## config.mk

```make
export PLATFORM = sky130hd
export DESIGN_NAME = crw_top
export DESIGN_NICKNAME = d
export VERILOG_FILES = /design/src/rtl/crw_pkg.sv /design/src/rtl/crw_cr0_next.sv /design/src/rtl/crw_cr4_next.sv /design/src/rtl/crw_top.sv
export SDC_FILE = /design/constraint.sdc
export NUM_CORES = 1
export LEC_CHECK = 0
export ABC_AREA = 1
export BUFFER_PORTS_ARGS = -buffer_cell sky130_fd_sc_hd__buf_2
export CAP_MARGIN = 40
export CORE_UTILIZATION = 43
export CTS_BUF_LIST = sky130_fd_sc_hd__clkbuf_8 sky130_fd_sc_hd__clkbuf_16
export CTS_CLUSTER_SIZE = 16
export DETAILED_ROUTE_END_ITERATION = 8
export PLACE_DENSITY = 0.75
export RECOVER_POWER = 50
export SLEW_MARGIN = 30
export SYNTH_ARGS = -nofsm -noshare
export SYNTH_HDL_FRONTEND = slang
export SYNTH_SLANG_ARGS = --single-unit
```

## constraint.sdc

```tcl
create_clock -name clk -period 1.1 [get_ports clk]
set_input_delay 0.22 -clock clk [delete_from_list [all_inputs] [get_ports clk]]
set_output_delay 0.22 -clock clk [all_outputs]
set_load 0.01 [all_outputs]
```

## src/rtl/crw_pkg.sv

```systemverilog
package crw_pkg;
  localparam int CR_W = 32;

  // primary register bit positions
  localparam int P_PE = 0;
  localparam int P_MP = 1;
  localparam int P_ET = 4;
  localparam int P_WP = 16;
  localparam int P_PG = 31;

  // extension register bit positions
  localparam int X_PSE    = 4;
  localparam int X_PAE    = 5;
  localparam int X_PGE    = 7;
  localparam int X_OSFXSR = 9;

  typedef struct packed {
    logic osfxsr;
    logic cs64;
    logic lma;
    logic ts;
    logic em;
    logic mp;
    logic addseg;
    logic pe;
  } hflags_t;
endpackage

```

## src/rtl/crw_cr0_next.sv

```systemverilog
module crw_cr0_next
  import crw_pkg::*;
#(
  parameter int W = CR_W
) (
  input  logic [W-1:0] old_cr,
  input  logic [W-1:0] wdata,
  input  logic         lme,
  input  logic         lma_cur,
  input  logic         pae_on,
  input  logic         addseg_old,
  output logic [W-1:0] new_cr,
  output logic         pe,
  output logic         addseg,
  output logic [2:0]   fpu,
  output logic         flush_req,
  output logic         enter_lm,
  output logic         leave_lm
);
  localparam logic [W-1:0] WATCH = (W'(1) << P_PG) | (W'(1) << P_WP) | (W'(1) << P_PE);
  localparam logic [W-1:0] ET_M  = W'(1) << P_ET;

  logic [W-1:0] diff;
  logic         pg_old;
  logic         pg_new;

  always_comb begin
    new_cr = wdata | ET_M;
    diff   = (old_cr ^ new_cr) & WATCH;
    pg_old = old_cr[P_PG];
    pg_new = new_cr[P_PG];
  end

  assign flush_req = |diff;
  assign enter_lm  = !pg_old && pg_new && lme && pae_on;
  assign leave_lm  = pg_old && !pg_new && lma_cur;
  assign pe        = new_cr[P_PE];
  assign addseg    = addseg_old | ~new_cr[P_PE];

  for (genvar i = 0; i < 3; i++) begin : g_fpu
    assign fpu[i] = new_cr[P_MP + i];
  end
endmodule

```

## src/rtl/crw_cr4_next.sv

```systemverilog
module crw_cr4_next
  import crw_pkg::*;
#(
  parameter int W = CR_W,
  parameter bit GATE_FX = 1'b1
) (
  input  logic [W-1:0] old_cr,
  input  logic [W-1:0] wdata,
  input  logic         sse_on,
  output logic [W-1:0] new_cr,
  output logic         flush_req
);
  localparam logic [W-1:0] WATCH = (W'(1) << X_PGE) | (W'(1) << X_PAE) | (W'(1) << X_PSE);
  localparam logic [W-1:0] FX_M  = W'(1) << X_OSFXSR;

  if (GATE_FX) begin : g_gate
    assign new_cr = sse_on ? wdata : (wdata & ~FX_M);
  end else begin : g_pass
    logic unused_sse;
    assign unused_sse = sse_on;
    assign new_cr     = wdata;
  end

  assign flush_req = |((old_cr ^ new_cr) & WATCH);
endmodule

```

## src/rtl/crw_top.sv

```systemverilog
module crw_top
  import crw_pkg::*;
#(
  parameter int          W         = CR_W,
  parameter int          IDX_W     = 3,
  parameter int          CR0_IDX   = 0,
  parameter int          CR4_IDX   = 4,
  parameter logic [31:0] RESET_CR0 = 32'h6000_0010
) (
  input  logic             clk,
  input  logic             rst_n,
  input  logic             wr_en,
  input  logic [IDX_W-1:0] wr_idx,
  input  logic [W-1:0]     wr_data,
  input  logic             efer_lme_i,
  input  logic             efer_lma_i,
  input  logic             sse_i,
  input  logic             cs_long_i,
  output logic [W-1:0]     cr0_o,
  output logic [W-1:0]     cr4_o,
  output logic             efer_lma_o,
  output logic [7:0]       hflags_o,
  output logic             flush_o,
  output logic             ip_trunc_o
);
  localparam logic [IDX_W-1:0] SEL0 = IDX_W'(CR0_IDX);
  localparam logic [IDX_W-1:0] SEL4 = IDX_W'(CR4_IDX);

  logic wr0, wr4;
  assign wr0 = wr_en && (wr_idx == SEL0);
  assign wr4 = wr_en && (wr_idx == SEL4);

  logic [W-1:0] cr0_q, cr4_q;
  logic         pe_q, addseg_q, lma_q, cs64_q, flush_q, trunc_q;
  logic [2:0]   fpu_q;

  // live write path
  logic [W-1:0] n0;
  logic         n_pe, n_addseg, f0, ent, lev;
  logic [2:0]   n_fpu;
  crw_cr0_next #(.W(W)) u_cr0 (
    .old_cr(cr0_q), .wdata(wr_data), .lme(efer_lme_i), .lma_cur(efer_lma_i),
    .pae_on(cr4_q[X_PAE]), .addseg_old(addseg_q),
    .new_cr(n0), .pe(n_pe), .addseg(n_addseg), .fpu(n_fpu),
    .flush_req(f0), .enter_lm(ent), .leave_lm(lev)
  );

  // reset value through the same path, from an all-zero state
  logic [W-1:0] r0;
  logic         r_pe, r_addseg, r_f, r_ent, r_lev;
  logic [2:0]   r_fpu;
  crw_cr0_next #(.W(W)) u_cr0_rst (
    .old_cr('0), .wdata(W'(RESET_CR0)), .lme(1'b0), .lma_cur(1'b0),
    .pae_on(1'b0), .addseg_old(1'b0),
    .new_cr(r0), .pe(r_pe), .addseg(r_addseg), .fpu(r_fpu),
    .flush_req(r_f), .enter_lm(r_ent), .leave_lm(r_lev)
  );

  logic [W-1:0] n4;
  logic         f4;
  crw_cr4_next #(.W(W), .GATE_FX(1'b1)) u_cr4 (
    .old_cr(cr4_q), .wdata(wr_data), .sse_on(sse_i),
    .new_cr(n4), .flush_req(f4)
  );

  logic lma_n;
  always_comb begin
    if (wr0 && ent)      lma_n = 1'b1;
    else if (wr0 && lev) lma_n = 1'b0;
    else                 lma_n = efer_lma_i;
  end

  always_ff @(posedge clk or negedge rst_n) begin
    if (!rst_n) begin
      cr0_q    <= r0;
      pe_q     <= r_pe;
      addseg_q <= r_addseg;
      fpu_q    <= r_fpu;
      cr4_q    <= '0;
      lma_q    <= r_ent;
      cs64_q   <= 1'b0;
      flush_q  <= r_f;
      trunc_q  <= r_lev;
    end else begin
      flush_q <= (wr0 && f0) || (wr4 && f4);
      trunc_q <= wr0 && lev;
      lma_q   <= lma_n;
      cs64_q  <= lma_n && cs_long_i;
      if (wr0) begin
        cr0_q    <= n0;
        pe_q     <= n_pe;
        addseg_q <= n_addseg;
        fpu_q    <= n_fpu;
      end
      if (wr4) cr4_q <= n4;
    end
  end

  hflags_t hf;
  always_comb begin
    hf.pe     = pe_q;
    hf.addseg = addseg_q;
    hf.mp     = fpu_q[0];
    hf.em     = fpu_q[1];
    hf.ts     = fpu_q[2];
    hf.lma    = lma_q;
    hf.cs64   = cs64_q;
    hf.osfxsr = cr4_q[X_OSFXSR];
  end

  assign cr0_o      = cr0_q;
  assign cr4_o      = cr4_q;
  assign efer_lma_o = lma_q;
  assign hflags_o   = hf;
  assign flush_o    = flush_q;
  assign ip_trunc_o = trunc_q;

  AST_ET_SET: assert property (@(posedge clk) disable iff (!rst_n)
    wr0 |=> cr0_o[P_ET]);
  AST_IGNORED: assert property (@(posedge clk) disable iff (!rst_n)
    (!wr0 && !wr4) |=> ($stable(cr0_o) && $stable(cr4_o)));
  AST_QUIET_CR0: assert property (@(posedge clk) disable iff (!rst_n)
    (wr0 && !wr4 && wr_data[P_PG] == cr0_o[P_PG] && wr_data[P_WP] == cr0_o[P_WP]
     && wr_data[P_PE] == cr0_o[P_PE]) |=> !flush_o);
  AST_ADDSEG_REAL: assert property (@(posedge clk) disable iff (!rst_n)
    !hflags_o[0] |-> hflags_o[1]);
  AST_NO_LM_NO_PAE: assert property (@(posedge clk) disable iff (!rst_n)
    (wr0 && !cr4_o[X_PAE] && !efer_lma_i) |=> !efer_lma_o);
  AST_EXIT_CLEARS: assert property (@(posedge clk) disable iff (!rst_n)
    ip_trunc_o |-> (!efer_lma_o && !hflags_o[6] && !cr0_o[P_PG]));
  AST_TRUNC_PULSE: assert property (@(posedge clk) disable iff (!rst_n)
    ip_trunc_o |=> !ip_trunc_o);
  AST_FX_GATE: assert property (@(posedge clk) disable iff (!rst_n)
    (wr4 && !sse_i) |=> !cr4_o[X_OSFXSR]);
  AST_FX_FLAG: assert property (@(posedge clk) disable iff (!rst_n)
    hflags_o[7] == cr4_o[X_OSFXSR]);
endmodule

```

==> results of run 1 <==
cell type report:
type | instances | area (sq um)
Fill cell | 605 | 2560
Sequential cell | 68 | 1710
Timing Repair Buffer | 148 | 872
Multi-Input combinational cell | 161 | 817
Inverter | 42 | 158
Clock buffer | 9 | 124
Tap cell | 77 | 96.3
Clock inverter | 7 | 91.3
state kept, by name (all words and copies together), names as in the netlist:
name	cells
efer_lma_o	1
addseg_q	1
fpu_q	2
flush_o	1
ip_trunc_o	1
cs64_q	1
cr4_o	32
cr0_o	29
worst paths after layout:
check / cells past startpoint / slack (ns) / endpoint
worst max-delay path: 1 / -0.11 / cr0_o[30]
worst min-delay path: 2 / 0.06 / addseg_q$_DFFE_PN1P_
worst max register to register: 5 / -0.03 / flush_o$_DFF_PN0_
worst min register to register: 2 / 0.48 / cr4_o[6]$_DFFE_PN0P_
max in group asynchronous: 3 / 0.14 / cr0_o[18]$_DFFE_PN0P_
min in group asynchronous: 3 / 0.52 / cr4_o[3]$_DFFE_PN0P_
per-layer routing:
metal	wire length [um]	part of all wire (%)	vias up
met2	3000	48	97
met5	0	0	-
met3	472	7.5	4
li1	-	-	1169
met4	44	0.70	0
met1	2730	44	1060
worst reg2reg max path: stages (launching register included):
cell and delay [ns]:
sky130_fd_sc_hd__dfrtp_1 0.41, sky130_fd_sc_hd__ha_1 0.29, sky130_fd_sc_hd__a21boi_2 0.14, sky130_fd_sc_hd__nand3_1 0.07, sky130_fd_sc_hd__nand2_1 0.06, sky130_fd_sc_hd__nand2_1 0.05
per-stage QoR:
stage	worst slack, ns	area (sq um)	hold slack (ns)	setup TNS [ns]	total power, mW
after floorplan	0.00429	2890	-0.0756	0	4.13
after global placement	0.0101	3470	0.269	0	4.75
final	-0.110	3860	0.0574	-0.542	7.22
after CTS	-0.120	3760	0.0440	-0.720	7.11
after global routing	-0.139	3860	0.0491	-2.08	7.61
after detailed placement	-0.0117	3470	0.268	-0.0433	4.80
power by group:
group,switching (mW),total [mW],internal (mW)
combinational,0.912,1.82,0.912
clock,0.926,2.19,1.27
sequential,0.248,3.21,2.96
what timing repair did:
action / CTS / global route
hold endpoints to repair: 65 / 0
resized for setup: 6 / 7
buffers inserted: 5 / 17
hold buffers: 1 / 0
endpoints found under the setup margin: 23 / 61
pin swaps: 0 / 3
synth_stat cells (all sizes together):
cell type	number
nand2	83
dfrtp	65
o21ai	62
inv	42
buf	24
nand3	5
dfstp	3
nor2	3
ha	2
a21boi	1
a21oi	1
conb	1
o21bai	1
or2	1
xnor2	1
cell families (layout without fill, tap and decap cells):
| logic type | count (synthesis) | after routing | synth area share (%) |
|---|---|---|---|
| buffers and inverters | 66 | 206 | 12.7 |
| flip-flops | 68 | 68 | 59.1 |
| adder cells (fa/ha/maj) | 2 | 2 | 0.866 |
| XOR/XNOR | 1 | 1 | 0.303 |
| AND/OR/NAND/NOR | 92 | 92 | 12.9 |
| AO/OA/AOI/OAI | 65 | 65 | 14.0 |
| other | 1 | 1 | 0.130 |
placed cells by master, fill, tap and decap left out, drive strengths merged:
| cell type | netlist | final |
|---|---|---|
| buf | 24 | 140 |
| xnor2 | 1 | 1 |
| clkinv | 0 | 4 |
| inv | 42 | 42 |
| nand3 | 5 | 5 |
| o21bai | 1 | 1 |
| o21ai | 62 | 62 |
| or2 | 1 | 1 |
| clkbuf | 0 | 16 |
| dfrtp | 65 | 65 |
| nor2 | 3 | 3 |
| dfstp | 3 | 3 |
| nand2 | 83 | 83 |
| dlygate4sd3 | 0 | 1 |
| bufinv | 0 | 2 |
| clkinvlp | 0 | 1 |
| a21boi | 1 | 1 |
| a21oi | 1 | 1 |
| ha | 2 | 2 |
| conb | 1 | 1 |
==> PnR_summary.wiki, run 1 <==
{| class="wikitable"
! Metric !! Value
|-
| Result of the run || complete, but fails checks
|-
| Violated checks || DRC, setup timing
|-
| Met2 Use GR || just over 30%
|-
| Area of the die || ~7000 sq um
|-
| First-pass GRT wire length || about 10000 um
|-
| Pin count of the biggest net entering global routing || 69
|-
| Final worst slack || -0.110 ns
|-
| Placed instance count || about 470
|-
| Flip-flop and latch count after synthesis || just under 70
|-
| Via count of the first global-routing pass || 2272
|-
| Post-synthesis instance area || between 2000 and 3000 sq um
|-
| VDD IR-drop max || between 0.0009 and 0.001 V
|-
| Overall die width || 84.0 um
|-
| Launching point of the worst reg2reg path || cr0_o[31]$_DFFE_PN0P_
|-
| Cell chain of the critical path || buf_6
|-
| Slew @ Worst Pin || approximately 0.62 ns
|-
| Initial core utilization || between 40 and 50%
|-
| Endpoint arrival time on the critical path || 0.99 ns
|-
| Critical path peak fanout || 2
|-
| Delay of the slowest cell on the worst path || around 0.55 ns
|-
| GP Congestion || approximately 0.75
|-
| Clock tree from TritonCTS || built
|-
| Most area-hungry cell type in the Yosys netlist || sky130_fd_sc_hd__dfrtp_1
|-
| Wire length per cell || about 12 um
|-
| Port bufs || roughly 120
|-
| Count of pins over their slew limit || 0
|-
| Non-filler instance count after layout || 512
|-
| Clock edge transition at the registers on the reported setup and hold paths || ~0.070 ns
|-
| Final min period || 1.21 ns
|-
| Total nets after synthesis || roughly 340
|-
| Number of I/O pins || ~120
|-
| ANT cells || 0
|-
| Detailed placement HPWL || 4160 um
|-
| Mapped Avg Cell Area || ~9.8 sq um
|-
| Synth top area share || a little under three fifths
|-
| Met3 usage || under 10%
|-
| Cell type group with the largest total delay on the critical path || flip-flops
|-
| Number of buffer and inverter instances along the worst setup path || 1
|-
| Yosys Warn Count || 0
|-
| RSZ-0062 raised after global routing || yes
|-
| Final core occ || roughly 60%
|-
| Leak Pwr || ~2.2 nW
|-
| Number of buffers inserted during clock tree synthesis || 9
|-
| Via-per-instance ratio || approximately 4.6
|-
| Wire length reported by the detailed router || between 6000 and 7000 um
|-
| Global-route track usage on met1 || 22.6%
|-
| Number of distinct library cell variants in the gate-level netlist after synthesis || 23
|-
| Cell with the biggest individual delay on the critical path || sky130_fd_sc_hd__dfstp_2
|-
| CTS sink cnt || 68
|-
| Gr busiest metal || met2
|-
| Upper clock frequency limit || between 800 and 900 MHz
|-
| Latest clock arrival within the worst-skew pair || approximately 0.33 ns
|-
| Count of max-cap constraint violations || 0
|-
| Count of nets after finishing || ~470
|-
| Share of the yosys chip area belonging to registers || between 50% and 60%
|-
| Number of hold-slack violations in the final timing report || 0
|-
| Clock root buffer || sky130_fd_sc_hd__clkbuf_8
|-
| Total of endpoints with negative setup slack in the final report || 13
|-
| Initial drt markers || slightly below 100
|-
| CP Capture Type || output pin
|-
| Num rows || 29
|-
| Post-synthesis instance total || approximately 300
|-
| Longest Clk Path Bufs || 2
|-
| Die boundary height || 84.0 um
|-
| Crit path required time || 0.88 ns
|-
| Fraction of final layout cells with drive strength greater than 1 || between 40 and 50%
|-
| Main area contributors after synthesis || sky130_fd_sc_hd__dfrtp_1 56%, sky130_fd_sc_hd__nand2_1 11%, sky130_fd_sc_hd__o21ai_1 6.9%, sky130_fd_sc_hd__o21ai_2 6.1%, sky130_fd_sc_hd__inv_1 5.5%
|-
| Placeable core region || around 6400 sq um
|-
| Max Clock Skew || 0.00809 ns
|-
| Worst min-delay path category || input port to flip-flop
|-
| DRC viols || 16
|-
| Slew HR || approximately three fifths
|-
| Power density cells || 1870 nW/um^2
|-
| Vias || between 2000 and 2500
|-
| CP startpoint || cr0_o[30]$_DFFE_PN1P_
|-
| Antenna violations before repair || 0
|-
| Critical path startpoint category || flip-flop
|-
| GRT Total Usage || between 10% and 20%
|-
| Post-route fraction of the period consumed by the critical path || 110%
|-
| CTS H-tree lvls || 3
|-
| Overflow after GRT || 0
|-
| Number of routed nets with antenna violations || 0
|-
| Layout area overhead || 33.8%
|-
| First-pass detailed-route iteration total || 7
|-
| Crit Path Category || flip-flop to output pin
|-
| Start point of the worst hold path || wr_data[0]
|}
Power figures use the tool's default switching activity.
==> inputs of run 2 (changes only) <==
Settings changed: CELL_PAD_IN_SITES_DETAIL_PLACEMENT set to 1, CELL_PAD_IN_SITES_GLOBAL_PLACEMENT set to 2, CORE_UTILIZATION 43 to 25, PLACE_DENSITY 0.75 to unset, PLACE_DENSITY_LB_ADDON set to 0.1.
==> PnR_summary.wiki, run 2 (synthesized netlist as in run 1, its figures left out) <==
{| class="wikitable"
! Metric !! Value
|-
| RSZ-0062 raised after global routing || yes
|-
| Upper clock frequency limit || 846 MHz
|-
| Number of I/O pins || 117
|-
| Count of max-cap constraint violations || 0
|-
| Number of buffer and inverter instances along the worst setup path || 2
|-
| Crit Path Category || flip-flop to output pin
|-
| Longest Clk Path Bufs || 2
|-
| GRT Total Usage || 12.9%
|-
| Pin count of the biggest net entering global routing || 36
|-
| Total Negative Setup Slacks || -0.385 ns
|-
| Cell type group with the largest total delay on the critical path || flip-flops
|-
| Delay of the slowest cell on the worst path || ~0.40 ns
|-
| Post-route fraction of the period consumed by the critical path || 107%
|-
| Initial drt markers || 49
|-
| Cell with the biggest individual delay on the critical path || sky130_fd_sc_hd__dfrtp_1
|-
| Via count of the first global-routing pass || between 2000 and 2500
|-
| Result of the run || complete, but fails checks
|-
| Cell repeated most along the worst path || sky130_fd_sc_hd__buf_6
|-
| Port bufs || around 120
|-
| Dpl cell area || about 3600 sq um
|-
| Final cell area excluding filler cells || 3960 sq um
|-
| DRC viols || 0
|-
| Initial core utilization || 26.2%
|-
| GP Congestion || slightly below 0.7
|-
| Leak Pwr || about 2.2 nW
|-
| Length of routed met2 wiring || approximately 3400 um
|-
| Fraction of final layout cells with drive strength greater than 1 || 41.9%
|-
| CTS H-tree lvls || 3
|-
| First-pass GRT wire length || roughly 12000 um
|-
| Wire length per cell || ~13 um
|-
| Layout area overhead || 37.0%
|-
| Via-per-instance ratio || a little over 4
|-
| Met1 Wirelength || around 3300 um
|-
| Area of the die || roughly 12000 sq um
|-
| Number of fill cells in the layout || 1300
|-
| CTS sink cnt || 68
|-
| Final worst slack || -0.0824 ns
|-
| Most frequent standard cell in the layout excluding fill and tap cells || sky130_fd_sc_hd__buf_2
|-
| Clock root buffer || sky130_fd_sc_hd__clkbuf_16
|-
| Placeable core region || approximately 11000 sq um
|-
| First-pass detailed-route iteration total || 4
|-
| VDD IR-drop max || approximately 0.00066 V
|-
| Count of pins over their slew limit || 0
|-
| Power density cells || between 1500 and 2000 nW/um^2
|-
| Violated checks || setup timing
|-
| Critical path peak fanout || 3
|-
| Total of endpoints with negative setup slack in the final report || 5
|-
| Cell chain of the critical path || buf_6 > buf_6
|-
| Met3 wire len || slightly below 500 um
|-
| Crit path required time || a little under 0.9 ns
|-
| Die boundary height || ~110 um
|-
| Overall die width || around 110 um
|-
| Number of hold-slack violations in the final timing report || 0
|-
| Final min period || approximately 1.2 ns
|-
| Wire length reported by the detailed router || between 7000 and 8000 um
|-
| CP Capture Type || output pin
|-
| Largest register FFs || 32
|-
| Critical path startpoint category || flip-flop
|-
| ANT cells || 0
|-
| Endpoint arrival time on the critical path || between 0.9 and 1 ns
|-
| Num rows || 38
|-
| Number of routed nets with antenna violations || 0
|-
| Overflow after GRT || 0
|-
| Count of nets after finishing || ~470
|-
| Worst min-delay path category || input port to flip-flop
|-
| Vias || about 2300
|-
| Most frequent cells in the layout || 106 x sky130_fd_sc_hd__buf_2, 83 x sky130_fd_sc_hd__nand2_1, 65 x sky130_fd_sc_hd__dfrtp_1
|-
| Max Clock Skew || ~0.0046 ns
|-
| Antenna violations before repair || 1
|-
| Clock edge transition at the registers on the reported setup and hold paths || roughly 0.06 ns
|-
| Detailed placement HPWL || ~5200 um
|-
| Number of buffers inserted during clock tree synthesis || 9
|-
| Latest clock arrival within the worst-skew pair || approximately 0.33 ns
|-
| Top Metal Used || met4
|-
| Clock tree from TritonCTS || built
|}
[run 2: repair_timing]
action | CTS | global route
cloned | 0 | 0
hold endpoints to repair | 12 | 0
setup buffers | 3 | 10
hold buffers | 1 | 0
setup endpoints to repair | 17 | 41
gates resized for setup | 7 | 4
pin swaps | 0 | 2
[run 2: metal layers]
layer	track usage, %	up-vias
li1	-	1158
met1	16.0	1073
met2	20.2	70
met3	4.15	12
met4	6.29	0
met5	0	-
[run 2: layout make-up]
cell class              instances  area, sq um  share of cell area, %
flip-flops and latches         68         1710                   43.1
repair buffers                140          831                   21.0
multi-input cells             161          796                   20.1
clock buffers                   9          225                   5.69
well taps                     140          175                   4.43
inverters                      42          158                   3.98
clock inverters                 7         67.6                   1.71
[run 2: through the flow]
stage | util [%] | std cells | hold slack [ns] | power (mW) | setup slack, ns
global placement | 32.6 | 537 | 0.0999 | 4.84 | 0.0138
finish | 35.9 | 567 | 0.0709 | 7.77 | -0.0824
CTS | 35.9 | 557 | 0.0604 | 7.89 | -0.108
floorplan | - | 295 | -0.0756 | 4.13 | 0.00429
global route | 35.9 | 567 | 0.0693 | 8.27 | -0.131
detailed placement | 32.6 | 537 | 0.101 | 4.88 | -0.0445
[run 2: final timing paths]
kind	startpoint	end	slack (ns)	cells after the start
min	wr_data[0]	addseg_q$_DFFE_PN1P_	0.07	2
min in group asynchronous	rst_n	cr4_o[2]$_DFFE_PN0P_	0.34	2
max in group asynchronous	rst_n	cr0_o[13]$_DFFE_PN0P_	0.17	3
max	cr0_o[31]$_DFFE_PN0P_	cr0_o[31]	-0.08	2
max reg2reg	cr0_o[31]$_DFFE_PN0P_	flush_o$_DFF_PN0_	-0.07	5
min reg2reg	cr0_o[9]$_DFFE_PN0P_	cr0_o[9]$_DFFE_PN0P_	0.48	2
[run 2: power by group]
part / internal (mW) / leakage (nW) / switching (mW)
clock: 1.74 / 0.137 / 1.08
sequential: 2.96 / 0.851 / 0.253
combinational: 0.846 / 1.24 / 0.888
==> inputs of run 3 (changes only) <==
Settings changed: CORE_MARGIN set to 8.
==> PnR_summary.wiki, run 3 (synthesized netlist as in run 1, its figures left out) <==
{| class="wikitable"
! Metric !! Value
|-
| VDD IR-drop max || between 0.0005 and 0.0006 V
|-
| Net switching power || approximately 2.2 mW
|-
| Clock edge transition at the registers on the reported setup and hold paths || 0.05 ns
|-
| Placed instance count || about 540
|-
| Max Clock Skew || 0.00197 ns
|-
| Internal power summed over all cells || approximately 5.6 mW
|-
| Crit Path Category || flip-flop to output pin
|-
| CTS H-tree lvls || 3
|-
| Count of nets after finishing || 473
|-
| RSZ-0062 raised after global routing || yes
|-
| Area of the die || around 15000 sq um
|-
| Port bufs || around 120
|-
| Violated checks || setup timing
|-
| Crit path required time || about 0.88 ns
|-
| Switching power share of the total || around 29%
|-
| Most frequent standard cell in the layout excluding fill and tap cells || sky130_fd_sc_hd__buf_2
|-
| Antenna violations before repair || 0
|-
| Initial core utilization || about a quarter
|-
| Total of endpoints with negative setup slack in the final report || 5
|-
| Number of buffers inserted during clock tree synthesis || 9
|-
| Final min period || between 1 and 1.5 ns
|-
| Delay of the slowest cell on the worst path || 0.39 ns
|-
| First-pass detailed-route iteration total || 4
|-
| Cell with the biggest individual delay on the critical path || sky130_fd_sc_hd__dfrtp_1
|-
| GRT Total Usage || a little over a tenth
|-
| Upper clock frequency limit || roughly 840 MHz
|-
| Number of routed nets with antenna violations || 0
|-
| Fraction of final layout cells with drive strength greater than 1 || a little under half
|-
| First-pass GRT wire length || between 10000 and 15000 um
|-
| Wire length per cell || ~14 um
|-
| Sequential share of power || 41.4%
|-
| Die boundary height || around 120 um
|-
| Placeable core region || approximately 11000 sq um
|-
| Worst min-delay path category || input port to flip-flop
|-
| Pin count of the biggest net entering global routing || 40
|-
| Count of max-cap constraint violations || 0
|-
| Number of hold-slack violations in the final timing report || 0
|-
| Clock tree from TritonCTS || built
|-
| Depth of the most critical reg-to-reg path || 6
|-
| Worst Setup Slack post-DPL || -0.00541 ns
|-
| Overflow after GRT || 0
|-
| Critical path startpoint category || flip-flop
|-
| Cell chain of the critical path || buf_4 > buf_6
|-
| GP Congestion || ~0.68
|-
| Detailed placement HPWL || between 6000 and 7000 um
|-
| DRC viols || 0
|-
| Latest clock arrival within the worst-skew pair || 0.33 ns
|-
| Power density cells || approximately 1900 nW/um^2
|-
| CTS sink cnt || between 60 and 70
|-
| Post-route fraction of the period consumed by the critical path || 108%
|-
| Vias || ~2300
|-
| Overall die width || around 120 um
|-
| Share of total power in the clock network || roughly a third
|-
| Clock root buffer || sky130_fd_sc_hd__clkbuf_16
|-
| Via count of the first global-routing pass || 2448
|-
| Count of pins over their slew limit || 0
|-
| Slew @ Worst Pin || between 0.5 and 0.6 ns
|-
| Initial drt markers || 76
|-
| Critical path peak fanout || 2
|-
| ANT cells || 0
|-
| Endpoint arrival time on the critical path || between 0.9 and 1 ns
|-
| Number of I/O pins || about 120
|-
| Largest register FFs || 32
|-
| Via-per-instance ratio || between 4 and 5
|-
| Longest Clk Path Bufs || 2
|-
| Wire length reported by the detailed router || approximately 8000 um
|-
| Cell depth of the worst min-delay path || 2
|-
| Overall power after layout || 7.79 mW
|-
| Num rows || 39
|-
| Most frequent cells in the layout || 101 x sky130_fd_sc_hd__buf_2, 80 x sky130_fd_sc_hd__nand2_1, 65 x sky130_fd_sc_hd__dfrtp_1
|-
| Result of the run || complete, but fails checks
|-
| Logic pwr share || roughly a quarter
|-
| Slew HR || 66.5%
|-
| Layout area overhead || 43.2%
|-
| Leak Pwr || 2.30 nW
|-
| Final worst slack || -0.0894 ns
|-
| Non-filler instance count after layout || between 500 and 600
|-
| Fin Hold WS || 0.0790 ns
|-
| CP Capture Type || output pin
|}
[run 3: changes by cell type in the layout (fill, tap and decap cells not counted), moves of 3 or more]
| cell | change |
|---|---|
| sky130_fd_sc_hd__o21ai_0 | -6 |
| sky130_fd_sc_hd__buf_2 | -5 |
| sky130_fd_sc_hd__buf_4 | +5 |
| sky130_fd_sc_hd__buf_12 | +3 |
| sky130_fd_sc_hd__clkinvlp_4 | -3 |
| sky130_fd_sc_hd__nand2_1 | -3 |
| sky130_fd_sc_hd__nand3_1 | -3 |
| sky130_fd_sc_hd__o21ai_1 | +3 |
| sky130_fd_sc_hd__o21ai_2 | +3 |
[run 3: per-stage QoR]
| stage | cell area, sq um | utilization [%] | setup TNS (ns) |
|---|---|---|---|
| 2_1_floorplan | 2890 | - | 0 |
| 3_3_place_gp | 3600 | 31.6 | 0 |
| 3_5_place_dp | 3600 | 31.6 | -0.00579 |
| 4_1_cts | 3970 | 34.9 | -0.671 |
| 5_1_grt | 4140 | 36.4 | -1.08 |
| 6_report | 4140 | 36.4 | -0.407 |
[run 3: final timing paths]
kind	slack, ns	from	to
max in group asynchronous	0.21	rst_n	cr0_o[19]$_DFFE_PN0P_
setup reg to reg	-0.08	cr0_o[31]$_DFFE_PN0P_	flush_o$_DFF_PN0_
min in group asynchronous	0.53	rst_n	cr0_o[3]$_DFFE_PN0P_
setup / recovery	-0.09	cr0_o[31]$_DFFE_PN0P_	cr0_o[31]
hold reg to reg	0.48	cr4_o[23]$_DFFE_PN0P_	cr4_o[23]$_DFFE_PN0P_
hold / removal	0.08	wr_data[0]	addseg_q$_DFFE_PN1P_
[run 3: critical path, delay by kind of cell, from the launching register on]
family	cells	cell delay [ns]
buffers and inverters	2	0.26
flip-flops	1	0.39
[run 3: what timing repair did]
action | in CTS | in global routing
pin swaps | 4 | 5
hold endpoints to repair | 65 | 0
gates resized for setup | 11 | 20
hold buffers | 1 | 0
setup buffers | 6 | 15
setup endpoints to repair | 16 | 52
gates cloned | 0 | 0
[run 3: final cells by class]
cell class / instances / area [sq um]
Fill cell: 1342 / 7230
Sequential cell: 68 / 1710
Timing Repair Buffer: 147 / 940
Multi-Input combinational cell: 161 / 882
Clock buffer: 11 / 253
Tap cell: 143 / 179
Inverter: 42 / 160
Clock inverter: 4 / 17.5
[run 3: power groups by stage]
| stage | Sequential [mW] | Clock (mW) | Combinational, mW |
|---|---|---|---|
| CTS | 3.22 | 2.73 | 1.79 |
| global placement | 3.27 | 0 | 1.61 |
| detailed placement | 3.27 | 0 | 1.65 |
| global route | 3.27 | 2.85 | 2.17 |
| floorplan | 3.46 | 0 | 0.678 |
| finish | 3.22 | 2.61 | 1.95 |
[run 3: metal layers]
layer | routed length (um) | share of wire [%] | up-vias | track usage [%]
met5 | 0 | 0 | - | 0
met4 | 98 | 1.2 | 0 | 4.51
met3 | 598 | 7.3 | 8 | 4.02
met2 | 3890 | 48 | 66 | 17.3
met1 | 3600 | 44 | 1086 | 12.7
li1 | - | - | 1171 | -
